<file path="src/rtl/board_ctl_pkg.sv">
package board_ctl_pkg;

    typedef enum logic [3:0] {
        REG_NONE,
        REG_SWITCH,
        REG_LED,
        REG_WORD,
        REG_CHAR,
        REG_SWRST,
        REG_GPOUT,
        REG_I2C_IN,
        REG_I2C_OE,
        REG_I2C_OUT,
        REG_I2C_SEL
    } reg_sel_e;

    typedef enum logic [1:0] {
        ST_IDLE,
        ST_WR,
        ST_RD
    } bus_state_e;

    localparam int unsigned OFFS_SWITCH  = 32'h000;
    localparam int unsigned OFFS_LED     = 32'h408;
    localparam int unsigned OFFS_WORD    = 32'h410;
    localparam int unsigned OFFS_CHAR0   = 32'h418;
    localparam int unsigned CHAR_STRIDE  = 8;
    localparam int unsigned OFFS_SWRST   = 32'h500;
    localparam int unsigned OFFS_GPOUT   = 32'hA00;
    localparam int unsigned OFFS_I2C_IN  = 32'hB00;
    localparam int unsigned OFFS_I2C_OE  = 32'hB08;
    localparam int unsigned OFFS_I2C_OUT = 32'hB10;
    localparam int unsigned OFFS_I2C_SEL = 32'hB18;

    localparam logic [31:0] SWRST_KEY   = 32'h0000_0042;
    localparam logic [7:0]  BLANK_CHAR  = 8'h20;

    // Nibble to uppercase hexadecimal ASCII code.
    function automatic logic [7:0] nib_to_ascii(input logic [3:0] n);
        if (n < 4'd10) begin
            return 8'h30 + {4'h0, n};
        end
        return 8'h41 + {4'h0, n} - 8'd10;
    endfunction

endpackage

</file>
<file path="src/rtl/board_ctl_decode.sv">
module board_ctl_decode
    import board_ctl_pkg::*;
#(
    parameter int OFFS_W    = 20,
    parameter int NUM_CHARS = 8,
    localparam int IDX_W    = (NUM_CHARS > 1) ? $clog2(NUM_CHARS) : 1
) (
    input  logic [OFFS_W-1:0] offs,
    output reg_sel_e          sel,
    output logic [IDX_W-1:0]  char_idx
);

    logic [NUM_CHARS-1:0] char_hit;

    // One comparator per character slot; only aligned slot offsets hit.
    for (genvar gi = 0; gi < NUM_CHARS; gi++) begin : g_slot
        assign char_hit[gi] = (offs == OFFS_W'(OFFS_CHAR0 + gi * CHAR_STRIDE));
    end

    always_comb begin
        char_idx = '0;
        for (int i = 0; i < NUM_CHARS; i++) begin
            if (char_hit[i]) begin
                char_idx = IDX_W'(i);
            end
        end
    end

    always_comb begin
        sel = REG_NONE;
        if (|char_hit) begin
            sel = REG_CHAR;
        end else begin
            unique case (offs)
                OFFS_W'(OFFS_SWITCH):  sel = REG_SWITCH;
                OFFS_W'(OFFS_LED):     sel = REG_LED;
                OFFS_W'(OFFS_WORD):    sel = REG_WORD;
                OFFS_W'(OFFS_SWRST):   sel = REG_SWRST;
                OFFS_W'(OFFS_GPOUT):   sel = REG_GPOUT;
                OFFS_W'(OFFS_I2C_IN):  sel = REG_I2C_IN;
                OFFS_W'(OFFS_I2C_OE):  sel = REG_I2C_OE;
                OFFS_W'(OFFS_I2C_OUT): sel = REG_I2C_OUT;
                OFFS_W'(OFFS_I2C_SEL): sel = REG_I2C_SEL;
                default:               sel = REG_NONE;
            endcase
        end
    end

endmodule

</file>
<file path="src/rtl/board_ctl_display.sv">
module board_ctl_display
    import board_ctl_pkg::*;
#(
    parameter int NUM_CHARS = 8,
    localparam int IDX_W    = (NUM_CHARS > 1) ? $clog2(NUM_CHARS) : 1,
    localparam int WORD_W   = 4 * NUM_CHARS
) (
    input  logic                   clk,
    input  logic                   rst_n,
    input  logic                   word_we,
    input  logic [WORD_W-1:0]      word_val,
    input  logic                   char_we,
    input  logic [IDX_W-1:0]       char_idx,
    input  logic [7:0]             char_val,
    output logic [8*NUM_CHARS-1:0] chars
);

    for (genvar gi = 0; gi < NUM_CHARS; gi++) begin : g_char
        // Character 0 takes the most significant nibble.
        localparam int NIB_LSB = 4 * (NUM_CHARS - 1 - gi);
        logic [7:0] cell_q;

        always_ff @(posedge clk or negedge rst_n) begin
            if (!rst_n) begin
                cell_q <= BLANK_CHAR;
            end else if (word_we) begin
                cell_q <= nib_to_ascii(word_val[NIB_LSB +: 4]);
            end else if (char_we && (char_idx == IDX_W'(gi))) begin
                cell_q <= char_val;
            end
        end

        assign chars[8*gi +: 8] = cell_q;
    end

endmodule

</file>
<file path="src/rtl/board_ctl_i2c.sv">
module board_ctl_i2c #(
    parameter int DATA_W = 32
) (
    input  logic              clk,
    input  logic              rst_n,
    input  logic              out_we,
    input  logic              oe_we,
    input  logic              sel_we,
    input  logic [DATA_W-1:0] wdata,
    input  logic              sda_in,
    output logic              scl_o,
    output logic              sda_o,
    output logic [1:0]        oe,
    output logic              sel,
    output logic [DATA_W-1:0] in_word,
    output logic [DATA_W-1:0] out_word,
    output logic [DATA_W-1:0] oe_word,
    output logic [DATA_W-1:0] sel_word
);

    always_ff @(posedge clk or negedge rst_n) begin
        if (!rst_n) begin
            scl_o <= 1'b0;
            sda_o <= 1'b0;
            oe    <= 2'b00;
            sel   <= 1'b0;
        end else begin
            if (out_we) begin
                scl_o <= wdata[1];
                sda_o <= wdata[0];
            end
            if (oe_we) begin
                oe <= wdata[1:0];
            end
            if (sel_we) begin
                sel <= wdata[0];
            end
        end
    end

    // Input view: stored output bits above bit 0, live SDA level in bit 0.
    assign in_word  = {{(DATA_W-2){1'b0}}, scl_o, sda_in};
    assign out_word = {{(DATA_W-2){1'b0}}, scl_o, sda_o};
    assign oe_word  = {{(DATA_W-2){1'b0}}, oe};
    assign sel_word = {{(DATA_W-1){1'b0}}, sel};

endmodule

</file>
<file path="src/rtl/board_ctl.sv">
module board_ctl
    import board_ctl_pkg::*;
#(
    parameter int ADDR_W    = 32,
    parameter int DATA_W    = 32,
    parameter int OFFS_W    = 20,
    parameter int NUM_CHARS = 8,
    parameter int LED_W     = 8,
    parameter int GP_W      = 8,
    localparam int IDX_W    = (NUM_CHARS > 1) ? $clog2(NUM_CHARS) : 1
) (
    input  logic                   clk,
    input  logic                   rst_n,
    input  logic                   bus_req,
    input  logic                   bus_we,
    input  logic [ADDR_W-1:0]      bus_addr,
    input  logic [DATA_W-1:0]      bus_wdata,
    output logic                   bus_ready,
    output logic                   bus_ack,
    output logic [DATA_W-1:0]      bus_rdata,
    output logic                   bus_bad,
    output logic [LED_W-1:0]       led_bar,
    output logic [8*NUM_CHARS-1:0] disp_chars,
    output logic [GP_W-1:0]        gp_out,
    output logic                   sys_reset_req,
    output logic                   i2c_scl_o,
    output logic                   i2c_sda_o,
    output logic [1:0]             i2c_oe,
    output logic                   i2c_sel,
    input  logic                   i2c_sda_i
);

    bus_state_e        state_q, state_d;
    reg_sel_e          dec_sel, sel_q;
    logic [IDX_W-1:0]  dec_idx, idx_q;
    logic [DATA_W-1:0] wdata_q;
    logic              accept;

    logic wr_led, wr_word, wr_char, wr_gp, wr_i2c_out, wr_i2c_oe, wr_i2c_sel;
    logic [LED_W-1:0] led_q;
    logic [GP_W-1:0]  gp_q;
    logic [DATA_W-1:0] i2c_in_w, i2c_out_w, i2c_oe_w, i2c_sel_w;

    board_ctl_decode #(
        .OFFS_W    (OFFS_W),
        .NUM_CHARS (NUM_CHARS)
    ) u_decode (
        .offs     (bus_addr[OFFS_W-1:0]),
        .sel      (dec_sel),
        .char_idx (dec_idx)
    );

    // State register.
    always_ff @(posedge clk or negedge rst_n) begin
        if (!rst_n) begin
            state_q <= ST_IDLE;
        end else begin
            state_q <= state_d;
        end
    end

    // Transitions: IDLE_HOLD, IDLE_TO_WR, IDLE_TO_RD, WR_TO_IDLE, RD_TO_IDLE.
    always_comb begin
        state_d = state_q;
        unique case (state_q)
            ST_IDLE: begin
                if (bus_req) begin
                    state_d = bus_we ? ST_WR : ST_RD;
                end
            end
            ST_WR:   state_d = ST_IDLE;
            ST_RD:   state_d = ST_IDLE;
            default: state_d = ST_IDLE;
        endcase
    end

    assign accept = (state_q == ST_IDLE) && bus_req;

    // Latch the decoded access at acceptance.
    always_ff @(posedge clk or negedge rst_n) begin
        if (!rst_n) begin
            sel_q   <= REG_NONE;
            idx_q   <= '0;
            wdata_q <= '0;
        end else if (accept) begin
            sel_q   <= dec_sel;
            idx_q   <= dec_idx;
            wdata_q <= bus_wdata;
        end
    end

    // Output process: handshake, write strobes, read mux.
    always_comb begin
        bus_ready     = 1'b0;
        bus_ack       = 1'b0;
        bus_rdata     = '0;
        bus_bad       = 1'b0;
        sys_reset_req = 1'b0;
        wr_led        = 1'b0;
        wr_word       = 1'b0;
        wr_char       = 1'b0;
        wr_gp         = 1'b0;
        wr_i2c_out    = 1'b0;
        wr_i2c_oe     = 1'b0;
        wr_i2c_sel    = 1'b0;
        unique case (state_q)
            ST_IDLE: begin
                bus_ready = 1'b1;
            end
            ST_WR: begin
                bus_ack = 1'b1;
                unique case (sel_q)
                    REG_LED:     wr_led     = 1'b1;
                    REG_WORD:    wr_word    = 1'b1;
                    REG_CHAR:    wr_char    = 1'b1;
                    REG_GPOUT:   wr_gp      = 1'b1;
                    REG_I2C_OUT: wr_i2c_out = 1'b1;
                    REG_I2C_OE:  wr_i2c_oe  = 1'b1;
                    REG_I2C_SEL: wr_i2c_sel = 1'b1;
                    REG_SWRST:   sys_reset_req = (wdata_q == DATA_W'(SWRST_KEY));
                    default: ;
                endcase
            end
            ST_RD: begin
                bus_ack = 1'b1;
                unique case (sel_q)
                    REG_LED:     bus_rdata = DATA_W'(led_q);
                    REG_GPOUT:   bus_rdata = DATA_W'(gp_q);
                    REG_I2C_IN:  bus_rdata = i2c_in_w;
                    REG_I2C_OUT: bus_rdata = i2c_out_w;
                    REG_I2C_OE:  bus_rdata = i2c_oe_w;
                    REG_I2C_SEL: bus_rdata = i2c_sel_w;
                    REG_NONE:    bus_bad   = 1'b1;
                    default:     bus_rdata = '0;
                endcase
            end
            default: ;
        endcase
    end

    always_ff @(posedge clk or negedge rst_n) begin
        if (!rst_n) begin
            led_q <= '0;
            gp_q  <= '0;
        end else begin
            if (wr_led) begin
                led_q <= wdata_q[LED_W-1:0];
            end
            if (wr_gp) begin
                gp_q <= wdata_q[GP_W-1:0];
            end
        end
    end

    board_ctl_display #(
        .NUM_CHARS (NUM_CHARS)
    ) u_display (
        .clk      (clk),
        .rst_n    (rst_n),
        .word_we  (wr_word),
        .word_val (wdata_q[4*NUM_CHARS-1:0]),
        .char_we  (wr_char),
        .char_idx (idx_q),
        .char_val (wdata_q[7:0]),
        .chars    (disp_chars)
    );

    board_ctl_i2c #(
        .DATA_W (DATA_W)
    ) u_i2c (
        .clk      (clk),
        .rst_n    (rst_n),
        .out_we   (wr_i2c_out),
        .oe_we    (wr_i2c_oe),
        .sel_we   (wr_i2c_sel),
        .wdata    (wdata_q),
        .sda_in   (i2c_sda_i),
        .scl_o    (i2c_scl_o),
        .sda_o    (i2c_sda_o),
        .oe       (i2c_oe),
        .sel      (i2c_sel),
        .in_word  (i2c_in_w),
        .out_word (i2c_out_w),
        .oe_word  (i2c_oe_w),
        .sel_word (i2c_sel_w)
    );

    assign led_bar = led_q;
    assign gp_out  = gp_q;

endmodule

</file>
<file path="config.mk">
export PLATFORM = sky130hd
export DESIGN_NAME = board_ctl
export DESIGN_NICKNAME = d
export VERILOG_FILES = /design/src/rtl/board_ctl_pkg.sv /design/src/rtl/board_ctl_decode.sv /design/src/rtl/board_ctl_display.sv /design/src/rtl/board_ctl_i2c.sv /design/src/rtl/board_ctl.sv
export SDC_FILE = /design/constraint.sdc
export NUM_CORES = 1
export LEC_CHECK = 0
export ABC_AREA = 1
export BUFFER_PORTS_ARGS = -buffer_cell sky130_fd_sc_hd__buf_2
export CAP_MARGIN = 20
export CORE_UTILIZATION = 45
export CTS_BUF_LIST = sky130_fd_sc_hd__clkbuf_2
export DETAILED_ROUTE_END_ITERATION = 6
export PLACE_DENSITY = 0.74
export SLEW_MARGIN = 20
export SYNTH_ARGS = -nofsm -noshare
export SYNTH_HDL_FRONTEND = slang
export SYNTH_SLANG_ARGS = --single-unit
</file>
<file path="constraint.sdc">
create_clock -name clk -period 3.3 [get_ports clk]
set_clock_uncertainty 0.05 [all_clocks]
set_input_delay 0 -clock clk [delete_from_list [all_inputs] [get_ports clk]]
set_output_delay 0 -clock clk [all_outputs]
set_load 0.005 [all_outputs]
</file>
## Word-level counts from Yosys, hierarchy flattened

Index checks and enable logic that the tools add are counted.

| word-level totals | value |
|---|---|
| register bits | 126 |
| input bits | 69 |
| output and inout port bits | 121 |
| logic and storage cells | 191 |

| cells by class | value |
|---|---|
| add/sub/neg operators | 24 |
| magnitude comparators | 8 |
| equality and inequality tests | 36 |
| mux-type cells | 82 |
| reduce and logical (&&, ||, !) cells | 23 |

Operators by type and width:

| kind | count |
|---|---|
| $mux W8 | 33 |
| $eq A20 B11 Y1 const B | 11 |
| $eq A20 B12 Y1 const B | 5 |
| $add A7 B4 Y8 const A | 8 |
| $sub A8 B4 Y8 const B | 8 |
| $add A6 B4 Y7 const A | 8 |
| $pmux W8 S6 | 1 |
| $mux W1 | 37 |
| $pmux W4 S9 | 1 |
| $eq A32 B7 Y1 const B | 1 |
| $lt A4 B4 Y1 const B | 8 |
| $logic_not A20 Y1 | 1 |
| $eq A4 B3 Y1 const B | 4 |
| $reduce_bool A2 Y1 | 8 |
| $eq A3 B3 Y1 const B | 4 |
| $eq A4 B4 Y1 const B | 3 |
| $mux W3 | 4 |
| $mux W2 | 5 |
| $logic_and A1 B1 Y1 | 9 |
| $eq A4 B2 Y1 const B | 2 |
| $reduce_or A8 Y1 | 1 |
| $eq A3 B2 Y1 const B | 2 |
| $logic_not A4 Y1 | 1 |
| $mux W4 | 1 |
| 7 further kinds | 7 |

## Depth between registers and ports, before layout

| logic depth | value |
|---|---|
| depth in word-level cells | 8 |
| depth in mapped cells | 10 |
| gate-level depth less buffers | 10 |

## Modules after synthesis

Synthesis repeated with hierarchy kept, for this count alone.

| unflattened totals | value |
|---|---|
| cells, all modules | 1228 |
| area total of the unflattened synthesis | 8863.5 um^2 |

Modules (own cells, without submodules):

| module | instances | cells an instance | area an instance (um^2) | seq. area each (um^2) |
|---|---|---|---|---|
| board_ctl | 1 | 480 | 3747.3 | 1426.4 |
| board_ctl_display | 1 | 515 | 3558.4 | 1611.5 |
| board_ctl_i2c | 1 | 152 | 1157.4 | 125.1 |
| board_ctl_decode | 1 | 81 | 400.4 | 0.0 |

## Worst setup path before layout

Ideal clock, no wire load.

| timing | value |
|---|---|
| path type | register to register |
| from | register state_q[1] |
| to | register u_display.g_char[4].cell_q[0] |
| setup time | 0.131 ns |
| arrival | 1.602 ns |
| data required time | 3.119 ns |
| setup slack | 1.517 ns |
| stages on the path, launching flop included | 11 |
| buffers on the path | 1 |
| period minus slack after synthesis | 1.783 ns |
| cell sequence | dfrtp_1 > inv_1 > ha_1 > inv_2 > nor3_2 > inv_2 > buf_6 > nand2_2 > inv_1 > a31oi_1 > o21ai_1 |

| on the way | value |
|---|---|
| word-level cells in the longest chain between the ends | 4 |
| elaborated cells on any way between the ends | 6 |
| those cells by class | 1 x eq/ne; 3 x mux; 2 x reduce/logical |

RTL lines:

| element | RTL line | RTL |
|---|---|---|
| start, declared | board_ctl.sv:33 | `bus_state_e state_q, state_d;` |
| start signal, assigned | board_ctl.sv:58 | `state_q <= state_d;` |
| $eq A2 B1 Y1 (*) | board_ctl.sv:106 | `unique case (state_q)` |
| $mux W1 | board_ctl.sv:106 |  |
| $logic_and A1 B1 Y1 | board_ctl_display.sv:28 | `end else if (char_we && (char_idx == IDX_W'(gi))) begin` |
| $reduce_bool A2 Y1 (no source line) | - |  |
| end signal, assigned | board_ctl_display.sv:27 | `cell_q <= nib_to_ascii(word_val[NIB_LSB +: 4]);` |
| end signal, assigned | board_ctl_display.sv:29 | `cell_q <= char_val;` |
| end, declared | board_ctl_display.sv:21 | `logic [7:0] cell_q;` |

Every way passes the cells marked *; elsewhere a longest branch is shown, timed or not.
A chain may end at the register's enable or synchronous reset.

## Worst setup path after layout

| timing | value |
|---|---|
| from | input bus_addr[5] |
| to | register sel_q[2] |

| on the way | value |
|---|---|
| word-level cells in the longest chain between the ends | 3 |
| elaborated cells on any way between the ends | 20 |
| those cells by class | 16 x eq/ne; 2 x mux; 2 x reduce/logical |

RTL lines:

| element | RTL line | RTL |
|---|---|---|
| start, declared | board_ctl.sv:16 | `input logic [ADDR_W-1:0] bus_addr,` |
| $eq A20 B12 Y1 (tied with other cells) | board_ctl_decode.sv:34 | `unique case (offs)` |
| $pmux W4 S9 / $reduce_or A8 Y1 (equally long branches) | board_ctl_decode.sv:34, board_ctl_decode.sv:31 |  |
| $mux W4 (*) | board_ctl_decode.sv:31 | `if (\|char_hit) begin` |
| end signal, assigned | board_ctl.sv:86 | `sel_q <= dec_sel;` |
| end, declared | board_ctl.sv:34 | `reg_sel_e dec_sel, sel_q;` |

Marked as above.

==> reports/qor.yml <==
wirelength_um: 18500
clock_sinks: 126
fin_crit_sh: 0.947
crit_type: "in -> reg"
setup_tns_ns: 0
cap_violations: 0
wl_per_cell_um: 14.7
synthArstFlopShare: 1.00
drive_gt1_frac: 0.204
synthesis.area_mm2: 0.00654
drt-initial-drc-count: 400
rsz0062_at_grt: "false"
pre_cts_ws_ns: 0.998
clk_latency_ns: 0.67
synth_top_area_share: 0.451
worstPathMaxFanout: 3
htree_levels: 4
ys_types: 36
yosys_most_used_dff: "dfrtp_1"
clk_pin_slew_ns: 0.17
finalHoldViolations: 0
pin_count: 190
relSlewSlack: 0.319
antenna_found_initial: 0
tightest_slew_ns: 1.02
fmax_mhz: 320
powerDensity_mw_per_mm2: 411
synth_largest_area_cell: "dfrtp_1"
die_w_um: 123
grt_pass1_wl_um: 29100
via_count: 6506
grtUsageTotal: 0.253
gr-total-overflow: 0
yosysWarnings: 0
hold_ws_ns: 0.0476
dieArea_mm2: 0.0150
first_pass_iters: 5
avgSynthCellArea_um2: 8.02
rows: 43
vdd_drop_max_mv: 0.187
root_buffer: "clkbuf_2"
layout.nets: 1156
end_kind: "flop"
synthCells: 816
fin_crit_ns: 3.12
slew_violations: 0
synthTopCellsByArea: "dfrtp_1, nand2_1, o21ai_0"
portBuffers: 153
coreArea_mm2: 0.0140
status: "finished, final reports clean"
antenna_cells: 0
start_util: 0.466
fillerInstances: 1250
setup_ws_ns: 0.176
numCtsBuffers: 17
syn_to_final_growth_pct: 30.9
drcViolationCount: 0
vias_per_cell: 5.16
finalPower_w: 0.00352
hpwl_um: 12700
critPathLaunchType: "input port"
synth_edf_count: 0
worstPathArrival_ns: 3.69
required_ns: 3.87
ant_nets: 0
place_congestion: 0.851
die_y_um: 123
hp-class: "in -> reg"
ys_seq_area_frac: 0.483
cts_tree: "done"
reg2reg_slack_ns: 0.96
clk_path_buf_depth: 2
first_global_vias: 5987
grt_max_degree: 72
ys_ff_latch: 126
setup_viol: 0
leakagePower_nw: 4.39
==> cell usage after synthesis (2+ instances only) <==
cell type and instances:
o21a_1 2, a21oi_1 37, o21ai_0 82, buf_2 8, xor2_1 2, nor2_1 73, o221ai_1 5, nor3_1 2
nand2_1 207, o211ai_1 15, a31oi_1 19, nand2_2 6, o21ai_1 19, buf_6 3, nor2_2 4, inv_1 73
ha_1 19, nand4_1 11, buf_4 25, inv_2 9, nor4_1 2, dfrtp_1 118, dfstp_2 8, nand3_1 48
clkbuf_1 8
==> registers in the layout (all words and copies together), names as in the netlist <==
register,cells
wdata_q,32
sel_q,4
u_i2c.sel,1
led_bar,8
u_i2c.scl_o,1
state_q,2
u_display.g_char.cell_q,64
idx_q,3
u_i2c.sda_o,1
u_i2c.oe,2
gp_out,8
==> critical path, cell delays in order <==
cell	delay, ns
dlygate4sd3_1	0.54
buf_2	0.14
nor2_1	0.15
nand3_1	0.08
dlygate4sd3_1	0.57
nor2_1	0.08
dlygate4sd3_1	0.54
nand3_1	0.06
dlygate4sd3_1	0.63
nand2_1	0.07
nor2_1	0.04
dlygate4sd3_1	0.56
nand3_1	0.07
nand2_1	0.05
nand2_1	0.08
==> per-layer routing <==
metal | global-route usage | vias up | part of all wire
met1 | 0.326 | 3056 | 0.43
met5 | 0 | - | 0
met3 | 0.0469 | 41 | 0.053
met4 | 0.111 | 0 | 0.028
met2 | 0.415 | 252 | 0.49
li1 | - | 3157 | -
==> layout by cell type (no fill, tap or decap), drive strengths merged, types with 16 or more instances in the layout <==
cell type	count
a21oi	37
a31oi	19
buf	158
clkbuf	21
conb	24
dfrtp	118
dlygate4sd3	96
ha	19
inv	82
nand2	214
nand3	49
nor2	78
o211ai	16
o21ai	101
==> report_power, final <==
group	switching [W]	leakage (nW)	total (W)	internal [W]
clock	0.000541	0.141	0.000884	0.000343
sequential	0.0000865	1.67	0.00175	0.00167
combinational	0.000597	2.58	0.000881	0.000284
total	0.00122	4.39	0.00352	0.00229
==> final cells by class <==
cell class                 count  area, um2  area share
multi-input combinational    587       2870       0.335
inverter                      82        308      0.0359
clock inverter                11        100      0.0117
clock buffer                  21        105      0.0123
tap                          180        225      0.0263
timing repair buffer         254       1800       0.210
sequential                   126       3160       0.369
==> worst paths after layout <==
kind	startpoint	depth (start not counted)	endpoint
max	bus_addr[5]	15	sel_q[2]
min	bus_wdata[8]	4	wdata_q[8]
max reg2reg	state_q[1]	7	u_display.g_char[7].cell_q[5]
min reg2reg	u_display.g_char[2].cell_q[6]	2	u_display.g_char[2].cell_q[6]
max in group asynchronous	rst_n	4	u_display.g_char[5].cell_q[5]
min in group asynchronous	rst_n	3	u_display.g_char[4].cell_q[5]
==> through the flow <==
stage	cells	instance area, um2	utilization
6_report	1261	8570	0.610
5_1_grt	1261	8570	0.610
4_1_cts	1261	8570	0.610
3_5_place_dp	1132	7370	0.525
3_3_place_gp	1132	7370	0.525
2_1_floorplan	839	6630	-
==> cell families (layout without fill, tap and decap cells) <==
group	after synthesis	count (layout)	synth area share
AO/OA/AOI/OAI	184	184	0.157
XOR/XNOR	2	2	0.00268
adder cells (fa/ha/maj)	19	19	0.0363
buffers and inverters	126	368	0.0916
flip-flops	126	126	0.483
other	1	24	0.000573
AND/OR/NAND/NOR	358	358	0.228
==> repair_timing <==
| action | 4_1_cts | 5_1_grt |
|---|---|---|
| hold buffers | 97 | 0 |
| buffers inserted | 0 | 0 |
| endpoints found under the hold margin | 162 | 0 |
| resized for setup | 0 | 0 |
Note: power is estimated with default switching activity, not from simulation.
